`config.mk`:
```
export PLATFORM = sky130hd
export DESIGN_NAME = hsin_port
export DESIGN_NICKNAME = d
export VERILOG_FILES = /design/src/rtl/hsin_pkg.sv /design/src/rtl/hsin_sync.sv /design/src/rtl/hsin_capture.sv /design/src/rtl/hsin_regs.sv /design/src/rtl/hsin_port.sv
export SDC_FILE = /design/constraint.sdc
export NUM_CORES = 1
export LEC_CHECK = 0
export CELL_PAD_IN_SITES_DETAIL_PLACEMENT = 1
export CELL_PAD_IN_SITES_GLOBAL_PLACEMENT = 1
export CORE_UTILIZATION = 25
export CTS_CLUSTER_SIZE = 40
export DETAILED_ROUTE_END_ITERATION = 12
export HOLD_SLACK_MARGIN = 0.05
export PLACE_DENSITY_LB_ADDON = 0.1
export SYNTH_ARGS = -nofsm -noshare
export SYNTH_HDL_FRONTEND = slang
export SYNTH_SLANG_ARGS = --single-unit
```
`constraint.sdc`:
```
create_clock -name clk -period 1.5 [get_ports clk]
set_input_delay 0.15 -clock clk [delete_from_list [all_inputs] [get_ports clk]]
set_output_delay 0.15 -clock clk [all_outputs]
set_load 0.02 [all_outputs]
```
`src/rtl/hsin_pkg.sv`:
```
package hsin_pkg;
  localparam int DATA_W = 8;
  localparam int CTRL_W = 2;

  // register addresses
  localparam logic ADDR_STATUS = 1'b0;
  localparam logic ADDR_DATA   = 1'b1;

  // control bit positions in status
  localparam int BIT_READY = 0;
  localparam int BIT_IEN   = 1;

  function automatic logic [DATA_W-1:0] status_word(input logic ready, input logic ien);
    logic [DATA_W-1:0] w;
    w = '0;
    w[BIT_READY] = ready;
    w[BIT_IEN]   = ien;
    return w;
  endfunction
endpackage

```
`src/rtl/hsin_sync.sv`:
```
module hsin_sync #(
  parameter int STAGES = 2
) (
  input  logic clk,
  input  logic rst_n,
  input  logic async_in,
  output logic rise
);
  localparam int LAST = STAGES - 1;

  logic [STAGES-1:0] chain;
  logic              last_q;

  generate
    for (genvar i = 0; i < STAGES; i++) begin : g_stage
      if (i == 0) begin : g_first
        always_ff @(posedge clk or negedge rst_n) begin
          if (!rst_n) chain[0] <= 1'b0;
          else        chain[0] <= async_in;
        end
      end else begin : g_next
        always_ff @(posedge clk or negedge rst_n) begin
          if (!rst_n) chain[i] <= 1'b0;
          else        chain[i] <= chain[i-1];
        end
      end
    end
  endgenerate

  always_ff @(posedge clk or negedge rst_n) begin
    if (!rst_n) last_q <= 1'b0;
    else        last_q <= chain[LAST];
  end

  assign rise = chain[LAST] & ~last_q;

  // an edge pulse lasts a single cycle
  a_r11_single_pulse: assert property (@(posedge clk) disable iff (!rst_n)
    rise |=> !rise);
endmodule

```
`src/rtl/hsin_capture.sv`:
```
module hsin_capture
  import hsin_pkg::*;
(
  input  logic              clk,
  input  logic              rst_n,
  input  logic              edge_seen,
  input  logic [DATA_W-1:0] din,
  input  logic              clr_req,
  output logic              ready,
  output logic              accept,
  output logic [DATA_W-1:0] held
);
  logic take;
  logic release_hs;

  // capture only when idle: no pending byte and the handshake is closed
  assign take       = edge_seen & ~ready & ~accept;
  assign release_hs = accept & ~ready;

  always_ff @(posedge clk or negedge rst_n) begin
    if (!rst_n) held <= '0;
    else if (take) held <= din;
  end

  always_ff @(posedge clk or negedge rst_n) begin
    if (!rst_n)       ready <= 1'b0;
    else if (take)    ready <= 1'b1;
    else if (clr_req) ready <= 1'b0;
  end

  always_ff @(posedge clk or negedge rst_n) begin
    if (!rst_n)          accept <= 1'b0;
    else if (take)       accept <= 1'b1;
    else if (release_hs) accept <= 1'b0;
  end

  a_r2_capture_sets: assert property (@(posedge clk) disable iff (!rst_n)
    take |=> (ready && accept && held == $past(din)));
  a_r3_held_stable: assert property (@(posedge clk) disable iff (!rst_n)
    (edge_seen && (ready || accept)) |=> $stable(held));
  a_r4_accept_covers_ready: assert property (@(posedge clk) disable iff (!rst_n)
    ready |-> accept);
  a_r5_accept_drop: assert property (@(posedge clk) disable iff (!rst_n)
    $fell(accept) |-> $past(!ready));
endmodule

```
`src/rtl/hsin_regs.sv`:
```
module hsin_regs
  import hsin_pkg::*;
(
  input  logic              clk,
  input  logic              rst_n,
  input  logic              addr,
  input  logic              rd,
  input  logic              wr,
  input  logic [CTRL_W-1:0] wdata,
  input  logic              ready,
  input  logic [DATA_W-1:0] held,
  output logic [DATA_W-1:0] rdata,
  output logic              clr_req,
  output logic              ien
);
  logic rd_data_hit;
  logic wr_stat_hit;

  assign rd_data_hit = rd & (addr == ADDR_DATA);
  assign wr_stat_hit = wr & (addr == ADDR_STATUS);
  assign clr_req     = rd_data_hit | (wr_stat_hit & wdata[BIT_READY]);

  always_ff @(posedge clk or negedge rst_n) begin
    if (!rst_n)           ien <= 1'b0;
    else if (wr_stat_hit) ien <= wdata[BIT_IEN];
  end

  always_comb begin
    rdata = '0;
    if (rd) rdata = (addr == ADDR_DATA) ? held : status_word(ready, ien);
  end

  a_r7_read_clears: assert property (@(posedge clk) disable iff (!rst_n)
    rd_data_hit |=> !ready);
  a_r8_ien_load: assert property (@(posedge clk) disable iff (!rst_n)
    wr_stat_hit |=> ien == $past(wdata[BIT_IEN]));
endmodule

```
`src/rtl/hsin_port.sv`:
```
module hsin_port
  import hsin_pkg::*;
(
  input  logic              clk,
  input  logic              rst_n,
  input  logic [7:0]        dev_byte,
  input  logic              dev_valid,
  output logic              dev_accept,
  input  logic              bus_addr,
  input  logic              bus_rd,
  input  logic              bus_wr,
  input  logic [1:0]        bus_wdata,
  output logic [7:0]        bus_rdata,
  output logic              irq
);
  logic              valid_rise;
  logic              ready;
  logic              clr_req;
  logic              ien;
  logic [DATA_W-1:0] held;

  hsin_sync #(.STAGES(2)) u_sync (
    .clk(clk), .rst_n(rst_n), .async_in(dev_valid), .rise(valid_rise)
  );

  hsin_capture u_cap (
    .clk(clk), .rst_n(rst_n), .edge_seen(valid_rise), .din(dev_byte),
    .clr_req(clr_req), .ready(ready), .accept(dev_accept), .held(held)
  );

  hsin_regs u_regs (
    .clk(clk), .rst_n(rst_n), .addr(bus_addr), .rd(bus_rd), .wr(bus_wr),
    .wdata(bus_wdata), .ready(ready), .held(held), .rdata(bus_rdata),
    .clr_req(clr_req), .ien(ien)
  );

  assign irq = ien & ready;

  a_r10_irq_needs_byte: assert property (@(posedge clk) disable iff (!rst_n)
    irq |-> dev_accept);
endmodule

```
After elaboration in Yosys (flattened, before gate mapping) --
Index checks and enable logic that the tools add are counted.
Cells by class: add/sub/neg operators 0, muxes and demuxes 6, eq/ne operators 0, multiply operators 0, shift operators 0, $lt $le $gt $ge 0, reduce and logical (&&, ||, !) cells 2, divide/modulo/power cells 0, bitwise operators 13
Operators with widths (number):
- 2-to-1 mux 8 bit | 2
- bitwise AND 1 bit | 8
- 2-to-1 mux 1 bit | 4
- NOT 1 bit | 4
- nonzero test 2 bit | 2
- bitwise OR 1 bit | 1
Storage, ports and cells: logic and storage cells 28, output and inout bits 10, register bits after elaboration 14, bits in read-only memories 0, memory bits (writable) 0, latch bits 0, bits of input ports 16, memories kept 0

Longest topological paths before layout --
depth in word-level cells 6, mapped depth 3, mapped depth without buffers 2

Modules after synthesis --
A second synthesis with hierarchy kept.
Second synthesis, totals: cells, all modules 43, area total of the unflattened synthesis 633.1 sq um
By module, submodules not included:
- hsin_capture | cells an instance 23, area each 385.4 sq um, times used 1, sequential area each 250.2 sq um
- hsin_regs | cells an instance 15, area each 152.6 sq um, times used 1, sequential area each 25.0 sq um
- hsin_sync | cells an instance 4, area each 88.8 sq um, times used 1, sequential area each 75.1 sq um
- hsin_port | cells an instance 1, area each 6.3 sq um, times used 1, sequential area each 0.0 sq um

Worst setup path after synthesis --
No wires, ideal clock.
kind register to register, from reg u_cap.accept, to reg u_cap.held[0], data required time 1375 ps, period minus slack after synthesis 1452 ps, stages on the path, launching flop included 3, buffers on the path 0, arrival 1327 ps, setup time 125 ps, setup slack 48 ps, cells stage by stage dfrtp_1 > nor4b_4 > mux2_2
Between the ends: cells in the longest elaborated chain, start to end 2
RTL lines:
- start: declaration | RTL line hsin_capture.sv:10 | output logic accept,
- start signal: assignment | RTL line hsin_capture.sv:32 | if (!rst_n) accept <= 1'b0;
- start signal: assignment | RTL line hsin_capture.sv:33 | else if (take) accept <= 1'b1;
- start signal: assignment | RTL line hsin_capture.sv:34 | else if (release_hs) accept <= 1'b0;
- NOT 1 bit | RTL line hsin_capture.sv:17 | assign take = edge_seen & ~ready & ~accept;
- bitwise AND 1 bit | RTL line hsin_capture.sv:17
- end signal: assignment | RTL line hsin_capture.sv:22 | else if (take) held <= din;
- end: declaration | RTL line hsin_capture.sv:11 | output logic [DATA_W-1:0] held
No other way between the ends. A chain may end at the register's enable or synchronous reset.

Worst setup path after layout --
from in bus_addr, to out bus_rdata[0]
Between the ends: cells in the longest elaborated chain, start to end 2
RTL lines:
- start: declaration | RTL line hsin_port.sv:9 | input logic bus_addr,
- 2-to-1 mux 8 bit (2 in a row) | RTL line hsin_regs.sv:30 | if (rd) rdata = (addr == ADDR_DATA) ? held : status_word(ready, ien);
- end: declaration | RTL line hsin_port.sv:13 | output logic [7:0] bus_rdata,
No other way between the ends.

==> metrics <==
root buffer cell clkbuf_4; # rows 17; dpl cells 96; met1 usage in global routing between 10% and 20%; worst reg-to-reg path cell count 3; Worst path slowest cell clkdlybuf4s50_1; final-report setup violation count 0; Critical Path Source bus_addr; Seq/Total Area, Yosys 59.2%; layout cell share with drive strength beyond 1 a little over 30%; die span in y about 51 um; Die ar. between 2000 and 3000 um2; fin. max-slew vios 0; Worst R2R End u_cap.held[7]; max-cap violations 0; first-pass GRT wire length about 2.3 mm; final-layout fill cell count 250; Critical Path Max Stage Delay 0.47 ns; distinct cell type count after synthesis 12; RR Startpoint u_cap.ready; initial core utilization between 20 and 30%; CTS max path bufs 2; antenna-violating nets left 0; drt total wl 1.32 mm; Post-Synth XOR/XNOR Area 0%; gpl congestion 0.670; WP data arrival around 1.3 ns; Min-Delay Path Class input pin to asynchronous set/reset pin; Syn-to-layout area delta 57.7%; TritonCTS clock tree yes; Reg clk slew, reported paths approximately 0.080 ns; Port Buf Inserts 25; final setup TNS 0 ns; Pre-Repair DR Iteration Count 3; Synth Area in Adders 0%; Worst setup EP type output pin; Reg2Reg Setup Slack ~0.10 ns; P_leak 0.000444 uW; post-DR wirelength/cell 13.2 um; peak supply drop between 0.4 and 0.5 mV; worst path cell trace clkdlybuf4s50_1 -> buf_6 -> mux2i_1 -> nor2b_1 -> clkdlybuf4s15_1; vias in the first global route around 480; fin crit share a little over nine tenths; GR peak layer met1; final net count just under 90; Synth Area in Compound Gates ~3.0%; grt met3 use 3.03%; # H-tree levels 1; post-synthesis mux area share 20.5%; initial antenna violation count 0; RSZ-0062 raised after global routing no; minimum clock period 1.42 ns; GR Layer Usage met2 around 17%; clock skew between 0.002 and 0.0025 ns; status finished clean; Rel. slew slack between 80% and 90%; GRT overflow 0; Skew-Pair Late Insertion Delay approximately 0.27 ns; net count of the mapped netlist between 50 and 60; worst-path maximum fanout 11; largest family of logic cells by synthesized area multiplexers; cell count after synthesis a little over 40; initial DRC count 3; P per Cell Area 1240 nW/um2; Layout Cells excl Fill 100; largest net degree at the start of global routing 15; die width 50.7 um; vias between 400 and 500; CTS buffer count 3; DRC 0; Worst path top cell family by delay buffers and inverters; Mean Syn Cell Area about 14 um2; Worst setup SP type input pin; Register Area between 300 and 400 um2; critical path class input pin to output pin; Yosys warnings 0; Sinks on Clock Net 14; Yosys reg bits 14; Slew @ Worst Pin roughly 0.27 ns; Worst Path Required 1.35 ns; Ports 26; final hold violation count 0; post-DR vias/cell between 4 and 5; Tot GR Track Use 12.4%; Synth Cell Area a little under 600 um2; core area between 2000 and 2500 um2; Simple-Gate Fraction of Synth Area between 10% and 20%; area of the multi-input gates approximately 240 um2; antenna fix cells 0; WP buf/inv 3; FMAX roughly 700 MHz; hold_buf cts 0
## where the power goes
group	switching, uW	internal [uW]	total (uW)
clock	118	147	265
combinational	136	201	337
sequential	66.1	488	554
## layout make-up
class | instances | area share (%)
clock buffers | 4 | 3.89
multi-input cells | 26 | 25.5
flip-flops and latches | 14 | 37.7
well taps | 28 | 3.75
repair buffers | 28 | 29.2
## repair_timing
item	4_1_cts	5_1_grt
gates resized for setup	12	4
endpoints found under the setup margin	10	2
buffers inserted	0	0
## synth_stat cells
cell	instances	area share, %
and2_2	1	1.3
and3_1	6	6.3
a31o_2	1	1.5
mux2_2	9	17
mux2i_1	2	3.4
a21o_2	1	1.5
nor4b_4	1	4.0
nand2_1	1	0.63
clkbuf_1	1	0.63
nand3b_1	1	1.3
dfrtp_1	14	59
nor2b_1	3	3.2
## worst max-delay path by stage
stage / end / slack [ns] / cells after the start
after floorplan: u_cap.held[0] / 0.05 / 2
after global placement: bus_rdata[3] / -0.24 / 3
after detailed placement: bus_rdata[2] / -0.24 / 3
after CTS: bus_rdata[1] / 0.02 / 5
after global routing: bus_rdata[0] / 0.004 / 5
final: bus_rdata[0] / 0.08 / 5
## cells in the final DEF (no fill, tap or decap)
cell              n
a31o_2            1
clkbuf_8          1
clkbuf_2          1
dfrtp_2           1
mux2_2            9
a21o_2            1
nand2_1           1
dlygate4sd2_1     9
buf_4             1
nand3b_1          1
clkdlybuf4s50_1  14
and2_2            1
nor4b_4           1
nor2b_1           3
buf_6             1
dfrtp_1          13
clkdlybuf4s15_1   1
and3_1            6
clkbuf_4          3
mux2i_1           2
buf_12            1
## sequential cells by signal, indices dropped and copies added, names as in the netlist
name           cells
u_cap.held         8
u_sync.chain       2
u_cap.accept       1
u_cap.ready        1
u_regs.ien         1
u_sync.last_q      1
## per-layer routing
metal,vias up,part of all wire (%)
li1,209,-
met1,223,47
met2,17,46
met3,2,5.8
met4,0,0.76
met5,-,0
## logic make-up after synthesis
| logic type | count (synthesis) |
|---|---|
| and+or+nand+nor | 13 |
| buffers and inverters | 1 |
| muxes | 11 |
| DFF | 14 |
| AOI/OAI and AO/OA | 2 |
## metrics by stage
stage | util, % | hold WS (ns) | area [um2] | power [uW] | worst slack [ns]
floorplan | - | -0.146 | 592 | 749 | 0.0478
global placement | 41.1 | 0.332 | 908 | 927 | -0.239
detailed placement | 41.1 | 0.336 | 908 | 936 | -0.237
CTS | 42.1 | 0.183 | 932 | 1180 | 0.0160
global route | 42.2 | 0.195 | 933 | 1230 | 0.00436
finish | 42.2 | 0.188 | 933 | 1160 | 0.0776
Power figures use the tool's default switching activity.
